===== src/rtl/cfgt_pkg.sv =====
package cfgt_pkg;

    localparam int OFS_W  = 8;
    localparam int DATA_W = 32;
    localparam int REG_W  = 16;
    localparam int HDR_W  = 6;

    localparam logic [OFS_W-1:0] DEV_BASE  = 8'h40;
    localparam logic [OFS_W-1:0] CMD_OFS   = 8'h04;
    localparam logic [OFS_W-1:0] OFS_PRI   = 8'h40;
    localparam logic [OFS_W-1:0] OFS_SEC   = 8'h42;
    localparam logic [OFS_W-1:0] OFS_DEV   = 8'h44;
    localparam logic [OFS_W-1:0] OFS_UCTL  = 8'h48;
    localparam logic [OFS_W-1:0] OFS_UTIM  = 8'h4A;
    localparam logic [OFS_W-1:0] OFS_CFG   = 8'h54;

    typedef enum logic [1:0] {
        SZ_BYTE = 2'd0,
        SZ_HALF = 2'd1,
        SZ_WORD = 2'd2,
        SZ_BAD  = 2'd3
    } acc_size_e;

    typedef enum logic [2:0] {
        T_NONE, T_HDR, T_PRI, T_SEC, T_DEV, T_UCTL, T_UTIM, T_CFG
    } target_e;

    typedef struct packed {
        target_e tgt;
        logic    hi;
        logic    half;
        logic    err;
    } decode_t;

    typedef struct packed {
        logic [REG_W-1:0] pri;
        logic [REG_W-1:0] sec;
        logic [7:0]       dev;
        logic [7:0]       uctl;
        logic [REG_W-1:0] utim;
        logic [REG_W-1:0] cfg;
    } regs_t;

    function automatic logic [REG_W-1:0] zext_byte(input logic [7:0] b);
        return {{(REG_W-8){1'b0}}, b};
    endfunction

endpackage


===== src/rtl/cfgt_decode.sv =====
module cfgt_decode
    import cfgt_pkg::*;
(
    input  logic             valid,
    input  logic             write,
    input  logic [OFS_W-1:0] offset,
    input  acc_size_e        size,
    output decode_t          dec
);
    always_comb begin
        dec      = '0;
        dec.tgt  = T_NONE;
        if (valid) begin
            if (offset < DEV_BASE) begin
                dec.tgt = T_HDR;
            end else begin
                unique case (size)
                    SZ_BYTE: begin
                        if (offset == OFS_DEV)                dec.tgt = T_DEV;
                        else if (offset == OFS_UCTL)          dec.tgt = T_UCTL;
                        else if (offset == OFS_CFG)           dec.tgt = T_CFG;
                        else if (offset == OFS_CFG + 8'd1) begin
                            dec.tgt = T_CFG;
                            dec.hi  = 1'b1;
                        end else if (!write && offset == OFS_PRI + 8'd1) begin
                            dec.tgt = T_PRI;
                            dec.hi  = 1'b1;
                        end else if (!write && offset == OFS_SEC + 8'd1) begin
                            dec.tgt = T_SEC;
                            dec.hi  = 1'b1;
                        end else begin
                            dec.err = 1'b1;
                        end
                    end
                    SZ_HALF: begin
                        dec.half = 1'b1;
                        if (offset == OFS_PRI)       dec.tgt = T_PRI;
                        else if (offset == OFS_SEC)  dec.tgt = T_SEC;
                        else if (offset == OFS_UTIM) dec.tgt = T_UTIM;
                        else if (offset == OFS_CFG)  dec.tgt = T_CFG;
                        else                         dec.err = 1'b1;
                    end
                    default: dec.err = 1'b1;
                endcase
            end
        end
    end
endmodule


===== src/rtl/cfgt_store.sv =====
module cfgt_store
    import cfgt_pkg::*;
#(
    parameter logic [REG_W-1:0] TIM_RST = 16'h8000
)(
    input  logic             clk,
    input  logic             rst,
    input  logic             we,
    input  decode_t          dec,
    input  logic [REG_W-1:0] wdata,
    output regs_t            regs,
    output logic [REG_W-1:0] rdata
);
    always_ff @(posedge clk) begin
        if (rst) begin
            regs      <= '0;
            regs.pri  <= TIM_RST;
            regs.sec  <= TIM_RST;
        end else if (we) begin
            unique case (dec.tgt)
                T_PRI:  regs.pri  <= wdata;
                T_SEC:  regs.sec  <= wdata;
                T_DEV:  regs.dev  <= wdata[7:0];
                T_UCTL: regs.uctl <= wdata[7:0];
                T_UTIM: regs.utim <= wdata;
                T_CFG: begin
                    if (dec.half)    regs.cfg       <= wdata;
                    else if (dec.hi) regs.cfg[15:8] <= wdata[7:0];
                    else             regs.cfg[7:0]  <= wdata[7:0];
                end
                default: ;
            endcase
        end
    end

    always_comb begin
        unique case (dec.tgt)
            T_PRI:  rdata = dec.half ? regs.pri : zext_byte(regs.pri[15:8]);
            T_SEC:  rdata = dec.half ? regs.sec : zext_byte(regs.sec[15:8]);
            T_DEV:  rdata = zext_byte(regs.dev);
            T_UCTL: rdata = zext_byte(regs.uctl);
            T_UTIM: rdata = regs.utim;
            T_CFG:  rdata = dec.half ? regs.cfg :
                            dec.hi   ? zext_byte(regs.cfg[15:8]) : zext_byte(regs.cfg[7:0]);
            default: rdata = '0;
        endcase
    end
endmodule


===== src/rtl/cfgt_cmd_flags.sv =====
module cfgt_cmd_flags
    import cfgt_pkg::*;
(
    input  logic             clk,
    input  logic             rst,
    input  logic             valid,
    input  logic             write,
    input  logic [OFS_W-1:0] offset,
    input  logic             io_bit,
    input  logic             bm_bit,
    output logic             io_enable,
    output logic             bm_enable
);
    always_ff @(posedge clk) begin
        if (rst) begin
            io_enable <= 1'b0;
            bm_enable <= 1'b0;
        end else if (valid && write && offset == CMD_OFS) begin
            io_enable <= io_bit;
            bm_enable <= bm_bit;
        end
    end
endmodule


===== src/rtl/cfgt_regfile.sv =====
module cfgt_regfile
    import cfgt_pkg::*;
#(
    parameter logic [REG_W-1:0] TIM_RST = 16'h8000
)(
    input  logic              clk,
    input  logic              rst,
    input  logic              acc_valid,
    input  logic              acc_write,
    input  logic [OFS_W-1:0]  acc_offset,
    input  logic [1:0]        acc_size,
    input  logic [DATA_W-1:0] acc_wdata,
    output logic [DATA_W-1:0] acc_rdata,
    output logic              acc_error,
    output logic              hdr_req,
    output logic              hdr_write,
    output logic [HDR_W-1:0]  hdr_offset,
    output logic [1:0]        hdr_size,
    output logic [DATA_W-1:0] hdr_wdata,
    input  logic [DATA_W-1:0] hdr_rdata,
    input  logic              hdr_error,
    output logic              io_enable,
    output logic              bm_enable
);
    decode_t          dec;
    regs_t            regs;
    logic [REG_W-1:0] reg_rdata;
    logic             reg_we;

    cfgt_decode u_dec (
        .valid  (acc_valid),
        .write  (acc_write),
        .offset (acc_offset),
        .size   (acc_size_e'(acc_size)),
        .dec    (dec)
    );

    assign reg_we = acc_valid && acc_write && !dec.err &&
                    dec.tgt != T_HDR && dec.tgt != T_NONE;

    cfgt_store #(.TIM_RST(TIM_RST)) u_store (
        .clk   (clk),
        .rst   (rst),
        .we    (reg_we),
        .dec   (dec),
        .wdata (acc_wdata[REG_W-1:0]),
        .regs  (regs),
        .rdata (reg_rdata)
    );

    cfgt_cmd_flags u_flags (
        .clk       (clk),
        .rst       (rst),
        .valid     (acc_valid),
        .write     (acc_write),
        .offset    (acc_offset),
        .io_bit    (acc_wdata[0]),
        .bm_bit    (acc_wdata[2]),
        .io_enable (io_enable),
        .bm_enable (bm_enable)
    );

    assign hdr_req    = (dec.tgt == T_HDR);
    assign hdr_write  = acc_write;
    assign hdr_offset = acc_offset[HDR_W-1:0];
    assign hdr_size   = acc_size;
    assign hdr_wdata  = acc_wdata;

    always_comb begin
        if (hdr_req) begin
            acc_rdata = hdr_rdata;
            acc_error = hdr_error;
        end else begin
            acc_rdata = dec.err ? '0 : {{(DATA_W-REG_W){1'b0}}, reg_rdata};
            acc_error = dec.err;
        end
    end


    reset_val_chk: assert property (@(posedge clk) disable iff (rst)
        $past(rst) |-> (regs.pri == TIM_RST && regs.sec == TIM_RST && regs.cfg == '0
                        && !io_enable && !bm_enable));


    err_hold_chk: assert property (@(posedge clk) disable iff (rst)
        (acc_valid && acc_error && !hdr_req) |=> $stable(regs));


    err_zero_chk: assert property (@(posedge clk) disable iff (rst)
        (acc_valid && acc_error && !hdr_req) |-> (acc_rdata == '0));


    region_no_hdr_chk: assert property (@(posedge clk) disable iff (rst)
        (acc_valid && acc_offset >= DEV_BASE) |-> !hdr_req);


    flags_hold_chk: assert property (@(posedge clk) disable iff (rst)
        !(acc_valid && acc_write && acc_offset == CMD_OFS) |=>
            ($stable(io_enable) && $stable(bm_enable)));


    cfg_lo_keep_chk: assert property (@(posedge clk) disable iff (rst)
        (acc_valid && acc_write && acc_size == 2'd0 && acc_offset == OFS_CFG + 8'd1)
            |=> $stable(regs.cfg[7:0]));


    idle_quiet_chk: assert property (@(posedge clk) disable iff (rst)
        !acc_valid |-> (acc_rdata == '0 && !acc_error && !hdr_req));
endmodule


===== config.mk =====
export PLATFORM = sky130hd
export DESIGN_NAME = cfgt_regfile
export DESIGN_NICKNAME = d
export VERILOG_FILES = /design/src/rtl/cfgt_pkg.sv /design/src/rtl/cfgt_decode.sv /design/src/rtl/cfgt_store.sv /design/src/rtl/cfgt_cmd_flags.sv /design/src/rtl/cfgt_regfile.sv
export SDC_FILE = /design/constraint.sdc
export NUM_CORES = 1
export LEC_CHECK = 0
export ABC_AREA = 1
export BUFFER_PORTS_ARGS = -buffer_cell sky130_fd_sc_hd__buf_2
export CAP_MARGIN = 20
export CORE_MARGIN = 3
export CORE_UTILIZATION = 53
export CTS_CLUSTER_DIAMETER = 40
export DETAILED_ROUTE_END_ITERATION = 12
export GPL_ROUTABILITY_DRIVEN = 1
export PLACE_DENSITY = 0.79
export RECOVER_POWER = 50
export SYNTH_ARGS = -nofsm -noshare
export SYNTH_HDL_FRONTEND = slang
export SYNTH_SLANG_ARGS = --single-unit
export TNS_END_PERCENT = 100

===== constraint.sdc =====
create_clock -name clk -period 3 [get_ports clk]
set_clock_uncertainty 0.1 [all_clocks]
set_input_delay 0.6 -clock clk [delete_from_list [all_inputs] [get_ports clk]]
set_output_delay 0.6 -clock clk [all_outputs]
set_load 0.05 [all_outputs]

# After elaboration in Yosys (flattened, before gate mapping)

Index checks and enable logic that the tools add are counted.

Output and inout port bits: 77
Word-level logic and storage cells: 90
Register bits: 82
Bits of input ports: 79

Magnitude comparators: 1
Equality and inequality tests: 20
Mux-type cells: 41
Reductions and logical operators: 19

Operators by type and width:

| cell                                                        | count |
|---|---|
| case mux 16 bit (6 select lines)                            | 1 |
| 2-to-1 mux 16 bit                                           | 5 |
| == test 8 x 7 -> 1 bit (second input constant)              | 9 |
| 2-to-1 mux 3 bit                                            | 11 |
| 2-to-1 mux 32 bit                                           | 1 |
| 2-to-1 mux 8 bit                                            | 3 |
| 2-to-1 mux 1 bit                                            | 16 |
| == test 3 bit (second input constant)                       | 4 |
| AND reduction 2 bit                                         | 5 |
| == test 8 x 3 -> 1 bit (second input constant)              | 1 |
| less-than comparator 8 x 7 -> 1 bit (second input constant) | 1 |
| logical AND 1 bit                                           | 7 |
| == test 3 x 2 -> 1 bit (second input constant)              | 2 |
| 2-to-1 mux 6 bit                                            | 1 |
| case mux 3 bit (2 select lines)                             | 1 |
| AND reduction 3 bit                                         | 2 |
| 2-to-1 mux 4 bit                                            | 1 |
| == test 3 x 1 -> 1 bit (second input constant)              | 1 |
| inequality test 3 x 1 -> 1 bit (second input constant)      | 1 |
| nonzero test 3 bit                                          | 1 |
| == test 2 x 1 -> 1 bit (second input constant)              | 1 |
| logical NOT 1 bit                                           | 2 |
| logical NOT 2 bit                                           | 1 |
| inequality test 2 bit (second input constant)               | 1 |
| other kinds (2)                                             | 2 |

# Logic depth before layout (Yosys ltp)

Gate-level depths: netlist of run 1.

Word-level depth: 16
Depth in mapped cells: 15
Gate-level depth less buffers: 14

# Modules after synthesis

A second synthesis of run 1 with hierarchy kept.

Cell total of the unflattened synthesis: 934
Area, all modules: 5676.7 µm²

Modules (own cells, without submodules):

| module         | times used | area an instance (µm²) | sequential area each (µm²) | cells an instance |
|---|---|---|---|---|
| cfgt_store     | 1          | 4250.3                 | 1601.5                     | 666 |
| cfgt_regfile   | 1          | 879.6                  | 0.0                        | 169 |
| cfgt_decode    | 1          | 370.4                  | 0.0                        | 67 |
| cfgt_cmd_flags | 1          | 176.4                  | 40.0                       | 32 |

# Worst setup path before layout of run 1

Ideal clock, no wire load.

Path kind: input to output
From: input acc_offset[7]
To: output acc_rdata[0]
Arrival time: 2.436 ns
Stages on the path: 14
Slack: -0.136 ns
Buffers on the path: 1
Path through: inv_1 -> nand2_2 -> nor2_1 -> nand2_1 -> nand3_1 -> nand2_1 -> nand2_4 -> nand2_4 -> inv_4 -> nand3_4 -> inv_2 -> buf_4 -> nand2_1 -> nand3_1

Elaborated cells between the ends (all ways): 55

RTL lines:

| item                            | RTL line           | RTL |
|---|---|---|
| from (decl)                     | cfgt_regfile.sv:10 | `input logic [OFS_W-1:0] acc_offset,` |
| == test 8 x 7 -> 1 bit          | cfgt_decode.sv:28  | `end else if (!write && offset == OFS_SEC + 8'd1) begin` |
| logical AND 1 bit               | cfgt_decode.sv:28  |  |
| 2-to-1 mux 3 bit                | cfgt_decode.sv:28  |  |
| 2-to-1 mux 3 bit                | cfgt_decode.sv:25  | `end else if (!write && offset == OFS_PRI + 8'd1) begin` |
| 2-to-1 mux 4 bit                | cfgt_decode.sv:22  | `else if (offset == OFS_CFG + 8'd1) begin` |
| 2-to-1 mux 3 bit                | cfgt_decode.sv:21  | `else if (offset == OFS_CFG) dec.tgt = T_CFG;` |
| 2-to-1 mux 3 bit                | cfgt_decode.sv:20  | `else if (offset == OFS_UCTL) dec.tgt = T_UCTL;` |
| 2-to-1 mux 3 bit                | cfgt_decode.sv:19  | `if (offset == OFS_DEV) dec.tgt = T_DEV;` |
| case mux 3 bit (2 select lines) | cfgt_decode.sv:17  | `unique case (size)` |
| 2-to-1 mux 3 bit (*)            | cfgt_decode.sv:14  | `if (offset < DEV_BASE) begin` |
| 2-to-1 mux 6 bit (*)            | cfgt_decode.sv:13  | `if (valid) begin` |
| == test 3 x 1 -> 1 bit (*)      | cfgt_regfile.sv:63 | `assign hdr_req = (dec.tgt == T_HDR);` |
| named net hdr_req               | cfgt_regfile.sv:15 | `output logic hdr_req,` |
| 2-to-1 mux 32 bit (*)           | cfgt_regfile.sv:70 | `if (hdr_req) begin` |
| to (decl)                       | cfgt_regfile.sv:13 | `output logic [DATA_W-1:0] acc_rdata,` |

Mark *: on every way through the listed nets, which the timed path passes. The rest lies on a longest branch.

# Final worst setup path of run 1

From: input acc_offset[7]
To: output acc_rdata[1]

Longest elaborated chain between the ends: 16
Elaborated cells between the ends (all ways): 55

RTL lines:

| item                                                                            | RTL line           | RTL |
|---|---|---|
| parallel branches: the longest is 10 deep, another holds == test 8 x 7 -> 1 bit | --                 |  |
| 2-to-1 mux 6 bit (*)                                                            | cfgt_decode.sv:13  |  |
| 2-to-1 mux 8 bit                                                                | cfgt_store.sv:44   | `dec.hi ? zext_byte(regs.cfg[15:8]) : zext_byte(regs.cfg[7:0]);` |
| 2-to-1 mux 16 bit                                                               | cfgt_store.sv:43   | `T_CFG: rdata = dec.half ? regs.cfg :` |
| case mux 16 bit (6 select lines)                                                | cfgt_store.sv:37   | `unique case (dec.tgt)` |
| 2-to-1 mux 16 bit                                                               | cfgt_regfile.sv:74 | `acc_rdata = dec.err ? '0 : {{(DATA_W-REG_W){1'b0}}, reg_rdata};` |
| 2-to-1 mux 32 bit (*)                                                           | cfgt_regfile.sv:70 |  |

Mark *: on every way between the ends.

==> results of run 1 <==
per-stage QoR:
step / instances / setup WS (ns)
floorplan: 845 / -0.130
global placement: 1073 / -0.0996
detailed placement: 1073 / -0.127
CTS: 1104 / -0.0462
global route: 1111 / -0.267
finish: 1111 / -0.181
registers in the layout (all words and copies together) (netlist names):
register	count
u_flags.bm_enable	1
u_store.regs	80
u_flags.io_enable	1
area by class of cell:
class,instances,area share
multi-input combinational,621,0.456
sequential,82,0.230
timing repair buffer,198,0.226
inverter,65,0.0363
tap,129,0.0226
clock buffer,9,0.0174
clock inverter,7,0.0119
routing by layer:
layer  global-route usage  vias to the layer above  share of wire
met2                0.500                      456           0.46
met1                0.405                     2810           0.37
li1                     -                     2893              -
met5                    0                        -              0
met4                0.120                        0          0.043
met3               0.0680                       96           0.12
worst max-delay path, cell delays in order:
cell and delay, ns:
buf_8 0.11, inv_4 0.05, nand2_4 0.05, nor2_4 0.26
nand3_2 0.12, nand2_2 0.14, nand2_4 0.09, nand2_8 0.10
nand3_4 0.10, buf_12 0.15, nor2_8 0.11, buf_8 0.15
nand2_1 0.09, nand2_1 0.09, nor2_2 0.05, nand3_2 0.06
buf_6 0.16
timing repair:
action / CTS / global route
pin swaps: 11 / 20
cloned: 2 / 0
setup endpoints to repair: 20 / 34
setup buffers: 13 / 7
gates resized for setup: 56 / 132
logic make-up after synthesis:
| kind of cell | Yosys count | share of synthesized area |
|---|---|---|
| multiplexers | 1 | 0.00188 |
| flip-flops | 82 | 0.308 |
| AO/OA/AOI/OAI | 84 | 0.0816 |
| buffers and inverters | 143 | 0.142 |
| AND/OR/NAND/NOR | 535 | 0.466 |
worst max path at each step:
| stage | from | end |
|---|---|---|
| 3_3_place_gp | acc_offset[7] | acc_rdata[7] |
| 6_report | acc_offset[7] | acc_rdata[1] |
| 2_1_floorplan | acc_offset[7] | acc_rdata[21] |
| 3_5_place_dp | acc_offset[7] | acc_rdata[7] |
| 4_1_cts | acc_offset[5] | acc_rdata[7] |
| 5_1_grt | acc_offset[7] | acc_rdata[15] |
placed cells by master (no fill, tap or decap), types with 2 or more instances in the layout:
cell type,count
nand3b_1,8
nor2_4,10
inv_1,53
nor2_8,4
inv_6,3
a21oi_1,2
nand3_4,6
clkinvlp_4,2
o21ai_1,30
nand2_2,42
nor2_2,22
nand3_1,48
inv_4,2
buf_2,59
nor2_1,146
clkbuf_8,9
dfxtp_1,82
inv_8,2
nand3_2,17
buf_4,55
nand2_1,180
nor3_1,32
inv_2,8
clkbuf_1,29
buf_8,9
nand2_8,2
buf_12,15
buf_6,28
nand2_4,16
clkbuf_4,2
a21oi_2,4
o21ai_0,46
power by group:
group	internal [mW]	switching, mW
registers	1.09	0.000174
clock network	0.401	0.469
logic	0.125	0.289
==> impl_results.md, run 1 <==
- Routed len/inst: 17.3 um
- Worst hold start: u_store.regs[70]
- YS warnings: 0
- Initial antenna violation count: 0
- Die H: 106 um
- Worst vdd ir: 0.329 mV
- I/O pin cnt: 156
- Area post-placement: 6190 sq um
- Status: complete, but fails checks
- Multi-input gate area: 3250 sq um
- Sequential element share of the synthesized area: 0.308
- Failing checks: negative setup slack
- CP Max Fanout: 7
- Drt first-iter violations: 692
- Htree depth: 3
- # port buffers: 123
- CTS Hold Bufs: 0
- Tmin final: 3.18 ns
- ANT cells: 0
- MaxCap Viol Count: 0
- Worst Max-Slew Pin Slew: 0.619 ns
- WHS: 0.408 ns
- Static Leak: 3.71 nW
- Pin count of the biggest net entering global routing: 35
- Syn Inst Count: 845
- DR vias: 6255
- CP required: 2.30 ns
- Area grow syn2layout: 33.9%
- Synth top area cells: dfxtp_1, nand2_1, nor2_1
- CORE AREA: 9500 sq um
- Clk slew on worst S/H paths: 0.10 ns
- Final hold vios: 0
- First-pass GRT wire length: 27900 um
- # rows: 35
- Worst EP arrival: 2.48 ns
- CP Class: in2out
- Die Span X: 106 um
- CP Capture Type: primary output
- DRT Pass-1 Iters: 7
- Primary FF master, synth: dfxtp_1
- Die area: 11300 sq um
- Cell taking the most area after synthesis: dfxtp_1
- Gpl congestion: 0.910
- Seq cells post-synth: 82
- Starting Density: 0.560
- Final setup fails: 16
- Post-DP HPWL: 12000 um
- Post-route ant nets: 0
- Fin crit share: 1.06
- Detailed Route WL: 19200 um
- Synth top cells by count: nand2_1, nor2_1, dfxtp_1
- GRT Util Overall: 0.311
- Avg Cell Area, Syn: 6.30 sq um
- Reg-to-reg slack, setup: 2.11 ns
- Finished Core Util: 0.750
- Root buf cell: clkbuf_8
- Buffer depth of the longest clock path: 2
- Post-route setup TNS: -2.25 ns
- Fill cells: 731
- Syn nets: 924
- Max Clk Rate: 0.314 GHz
- EDFF count, synth: 0
- Count leader, synth: nand2_1
- Cts bufs inserted: 9
- RSZ-0062 raised after global routing: true
- Clock latency on the worst-skew pair: 0.36 ns
- Slew headroom: 0.589
- Asr flop ratio synth: 0
- Layout cells sized above 1: 0.328
- PnR worst setup slack: -0.181 ns
- Hold crit path type: reg2reg
- Drc violations: 0
- Design area: 7130 sq um
- R2R cell count: 4
- Worst R2R End: u_store.regs[3]
- CTS tree: yes
- Distinct cells, synth: 32
- Gr ovfl total: 0
- Via density: 5.63
- RR Startpoint: u_store.regs[3]
- Syn Std Cell Area: 5320 sq um
- Hold EP: u_store.regs[70]
- Tot Pwr: 2.37 mW
- Cell Pwr Density: 333 nW/um^2
- Nets: 1056
- FF+latch area: 1640 sq um
- CP Launch Type: primary input
- Clock Sink Count: 82
- Slew Limit Fails: 0
- Hold Path Depth: 2
- Vias in the first global route: 5481
- Top cell type's share of synthesized area: 0.308
(Power assumes the default switching activity.)
==> run 2: changes to the inputs <==
--- a/config.mk
+++ b/config.mk
@@ -9,11 +9,11 @@
 export BUFFER_PORTS_ARGS = -buffer_cell sky130_fd_sc_hd__buf_2
 export CAP_MARGIN = 20
 export CORE_MARGIN = 3
-export CORE_UTILIZATION = 53
+export CORE_UTILIZATION = 57
 export CTS_CLUSTER_DIAMETER = 40
 export DETAILED_ROUTE_END_ITERATION = 12
 export GPL_ROUTABILITY_DRIVEN = 1
-export PLACE_DENSITY = 0.79
+export PLACE_DENSITY = 0.84
 export RECOVER_POWER = 50
 export SYNTH_ARGS = -nofsm -noshare
 export SYNTH_HDL_FRONTEND = slang
==> constraint.sdc (replaced) <==
create_clock -name clk -period 3.75 [get_ports clk]
set_clock_uncertainty 0.1 [all_clocks]
set_input_delay 0.75 -clock clk [delete_from_list [all_inputs] [get_ports clk]]
set_output_delay 0.75 -clock clk [all_outputs]
set_load 0.05 [all_outputs]
==> impl_results.md, run 2 (synthesized netlist as in run 1, its figures left out) <==
- Htree depth: 3 (unchanged)
- Worst Max-Slew Pin Slew: 1.19 ns (was 0.619 ns)
- Initial antenna violation count: 0 (unchanged)
- CTS Hold Bufs: 0 (unchanged)
- # port buffers: 123 (unchanged)
- First-pass GRT wire length: 24200 um (was 27900 um)
- Area grow syn2layout: 9.52% (was 33.9%)
- Max Clk Rate: 0.284 GHz
- RR Startpoint: u_store.regs[13] (was u_store.regs[3])
- Hold crit path type: reg2reg (unchanged)
- Cell family with most CP delay: simple AND/OR/NAND/NOR gates (unchanged)
- Layout cells sized above 1: 0.191 (was 0.328)
- ANT cells: 0 (unchanged)
- Critical path's most frequent cell: nand2_1
- Design area: 5830 sq um (was 7130 sq um)
- Sequential Power Share: 0.496 (was 0.459)
- Post-route ant nets: 0 (unchanged)
- RSZ-0062 raised after global routing: false (was true)
- Pin count of the biggest net entering global routing: 53 (was 35)
- Crit path buf inv count: 5 (unchanged)
- Slew headroom: 0.206 (was 0.589)
- Post-cts resize count: 0 (was 56)
- GRT Util Overall: 0.295 (was 0.311)
- Worst vdd ir: 0.202 mV (was 0.329 mV)
- CP Max Fanout: 13 (was 7)
- Clock Sink Count: 82 (unchanged)
- Static Leak: 3.12 nW (was 3.71 nW)
- Detailed Route WL: 15600 um (was 19200 um)
- CORE AREA: 8890 sq um (was 9500 sq um)
- Root buf cell: clkbuf_8 (unchanged)
- CTS tree: yes (unchanged)
- Post-DP HPWL: 10900 um (was 12000 um)
- Nets: 996 (was 1056)
- CP Capture Type: primary output (unchanged)
- CP Class: in2out (unchanged)
- Die area: 10500 sq um (was 11300 sq um)
- DRT Pass-1 Iters: 6 (was 7)
- Vias in the first global route: 4942 (was 5481)
- NetSw: 0.557 mW (was 0.759 mW)
- Worst EP arrival: 2.67 ns (was 2.48 ns)
- Crit. Startpoint: acc_offset[7] (unchanged)
- Slew Limit Fails: 0 (unchanged)
- Final setup fails: 0 (was 16)
- Worst hold start: u_store.regs[79] (was u_store.regs[70])
- Die Span X: 103 um (was 106 um)
- Top reg by flops: u_store.regs (unchanged)
- Most frequent cells in the layout: nand2_1, nor2_1, buf_2 (was nand2_1, nor2_1, dfxtp_1)
- Most common cell after layout, fill and taps aside: nand2_1 (unchanged)
- Cell Pwr Density: 301 nW/um^2 (was 333 nW/um^2)
- Post-route setup TNS: 0 ns (was -2.25 ns)
- Gr ovfl total: 0 (unchanged)
- Routed len/inst: 15.1 um (was 17.3 um)
- Via density: 5.51 (was 5.63)
- Starting Density: 0.599 (was 0.560)
- Sw Ratio: 0.318 (was 0.320)
- Biggest regs: u_store.regs: 80 flops, u_flags.bm_enable: 1 flops, u_flags.io_enable: 1 flops (unchanged)
- DR vias: 5676 (was 6255)
- CP required: 2.90 ns (was 2.30 ns)
- Drt first-iter violations: 555 (was 692)
- MaxCap Viol Count: 0 (unchanged)
- Logic pwr share: 0.153 (was 0.175)
- Buffer depth of the longest clock path: 2 (unchanged)
- Drc violations: 0 (unchanged)
- Final hold vios: 0 (unchanged)
- Tot Pwr: 1.75 mW (was 2.37 mW)
- # rows: 34 (was 35)
- Cts bufs inserted: 9 (unchanged)
- Clock latency on the worst-skew pair: 0.34 ns (was 0.36 ns)
- Clk slew on worst S/H paths: 0.09 ns (was 0.10 ns)
- Die H: 103 um (was 106 um)
- WHS: 0.399 ns (was 0.408 ns)
- Clock Power Share: 0.352 (was 0.367)
- Postcts setup bufs: 0 (was 13)
- Gpl congestion: 0.894 (was 0.910)
- Area post-placement: 5720 sq um (was 6190 sq um)
- Tmin final: 3.52 ns
- Status: finished, final reports clean (was complete, but fails checks)
- Cells along the critical path: clkbuf_1 > inv_1 > nand2_2 > nor2_1 > nand2_1 > nand3_1 > nand2_1 > nand2_1 > nand2_4 > inv_4 > nor2_4 > nand2_1 > nand2_1 > inv_1 > nand3_1 > buf_2 (was buf_8 > inv_4 > nand2_4 > nor2_4 > nand3_2 > nand2_2 > nand2_4 > nand2_8 > nand3_4 > buf_12 > nor2_8 > buf_8 > nand2_1 > nand2_1 > nor2_2 > nand3_2 > buf_6)
- CP max-delay cell: nor2_4 (unchanged)
- Largest register FFs: 80 (unchanged)
- CP Launch Type: primary input (unchanged)
- Crit path largest cell delay: 0.33 ns (was 0.26 ns)
- I/O pin cnt: 156 (unchanged)
- Fin crit share: 0.938
- Internal power: 1.20 mW (was 1.61 mW)
[run 2: changes by cell type in the layout (fill, tap and decap cells not counted), sizes merged]
cell    change
buf        -56
inv         -2
nor2        -1
clkinv      +2
bufinv      -1
clkbuf      -2
[run 2: worst register-to-register path: stages (launching register included)]
cell and delay (ns):
dfxtp_1 0.32, inv_1 0.13, nand2_1 0.07, nand2_1 0.08, nor2_1 0.04
[run 2: metal layers]
| metal | routed length, um | up-vias | global-route usage |
|---|---|---|---|
| li1 | - | 2767 | - |
| met1 | 6370 | 2543 | 0.400 |
| met2 | 6940 | 318 | 0.450 |
| met3 | 1730 | 48 | 0.0677 |
| met4 | 556 | 0 | 0.128 |
| met5 | 0 | - | 0 |
[run 2: worst paths after layout]
kind                                         end  slack (ns)  cells after the start
worst max register to register  u_store.regs[13]        2.90                      4
worst min-delay path            u_store.regs[79]        0.40                      2
worst max-delay path                acc_rdata[3]        0.23                     16
worst min register to register  u_store.regs[79]        0.40                      2
[run 2: power by group through the flow]
stage	Sequential, mW	Clock (mW)	Combinational [mW]
final	0.870	0.617	0.268
after global routing	0.870	0.659	0.286
after CTS	0.870	0.620	0.271
after detailed placement	0.891	0	0.271
after global placement	0.891	0	0.270
after floorplan	0.891	0	0.232
[run 2: through the flow]
stage                      util  std cells  setup slack, ns
after global routing      0.656       1030           0.0212
after floorplan               -        845            0.314
after global placement    0.644       1014            0.229
final                     0.656       1030            0.233
after CTS                 0.665       1030            0.178
after detailed placement  0.644       1014            0.181
[run 2: cell type report]
class / count / area (sq um)
Inverter: 65 / 250
Timing Repair Buffer: 139 / 738
Fill cell: 857 / 3060
Multi-Input combinational cell: 620 / 2880
Sequential cell: 82 / 1640
Clock buffer: 10 / 138
Clock inverter: 6 / 48.8
Tap cell: 108 / 135
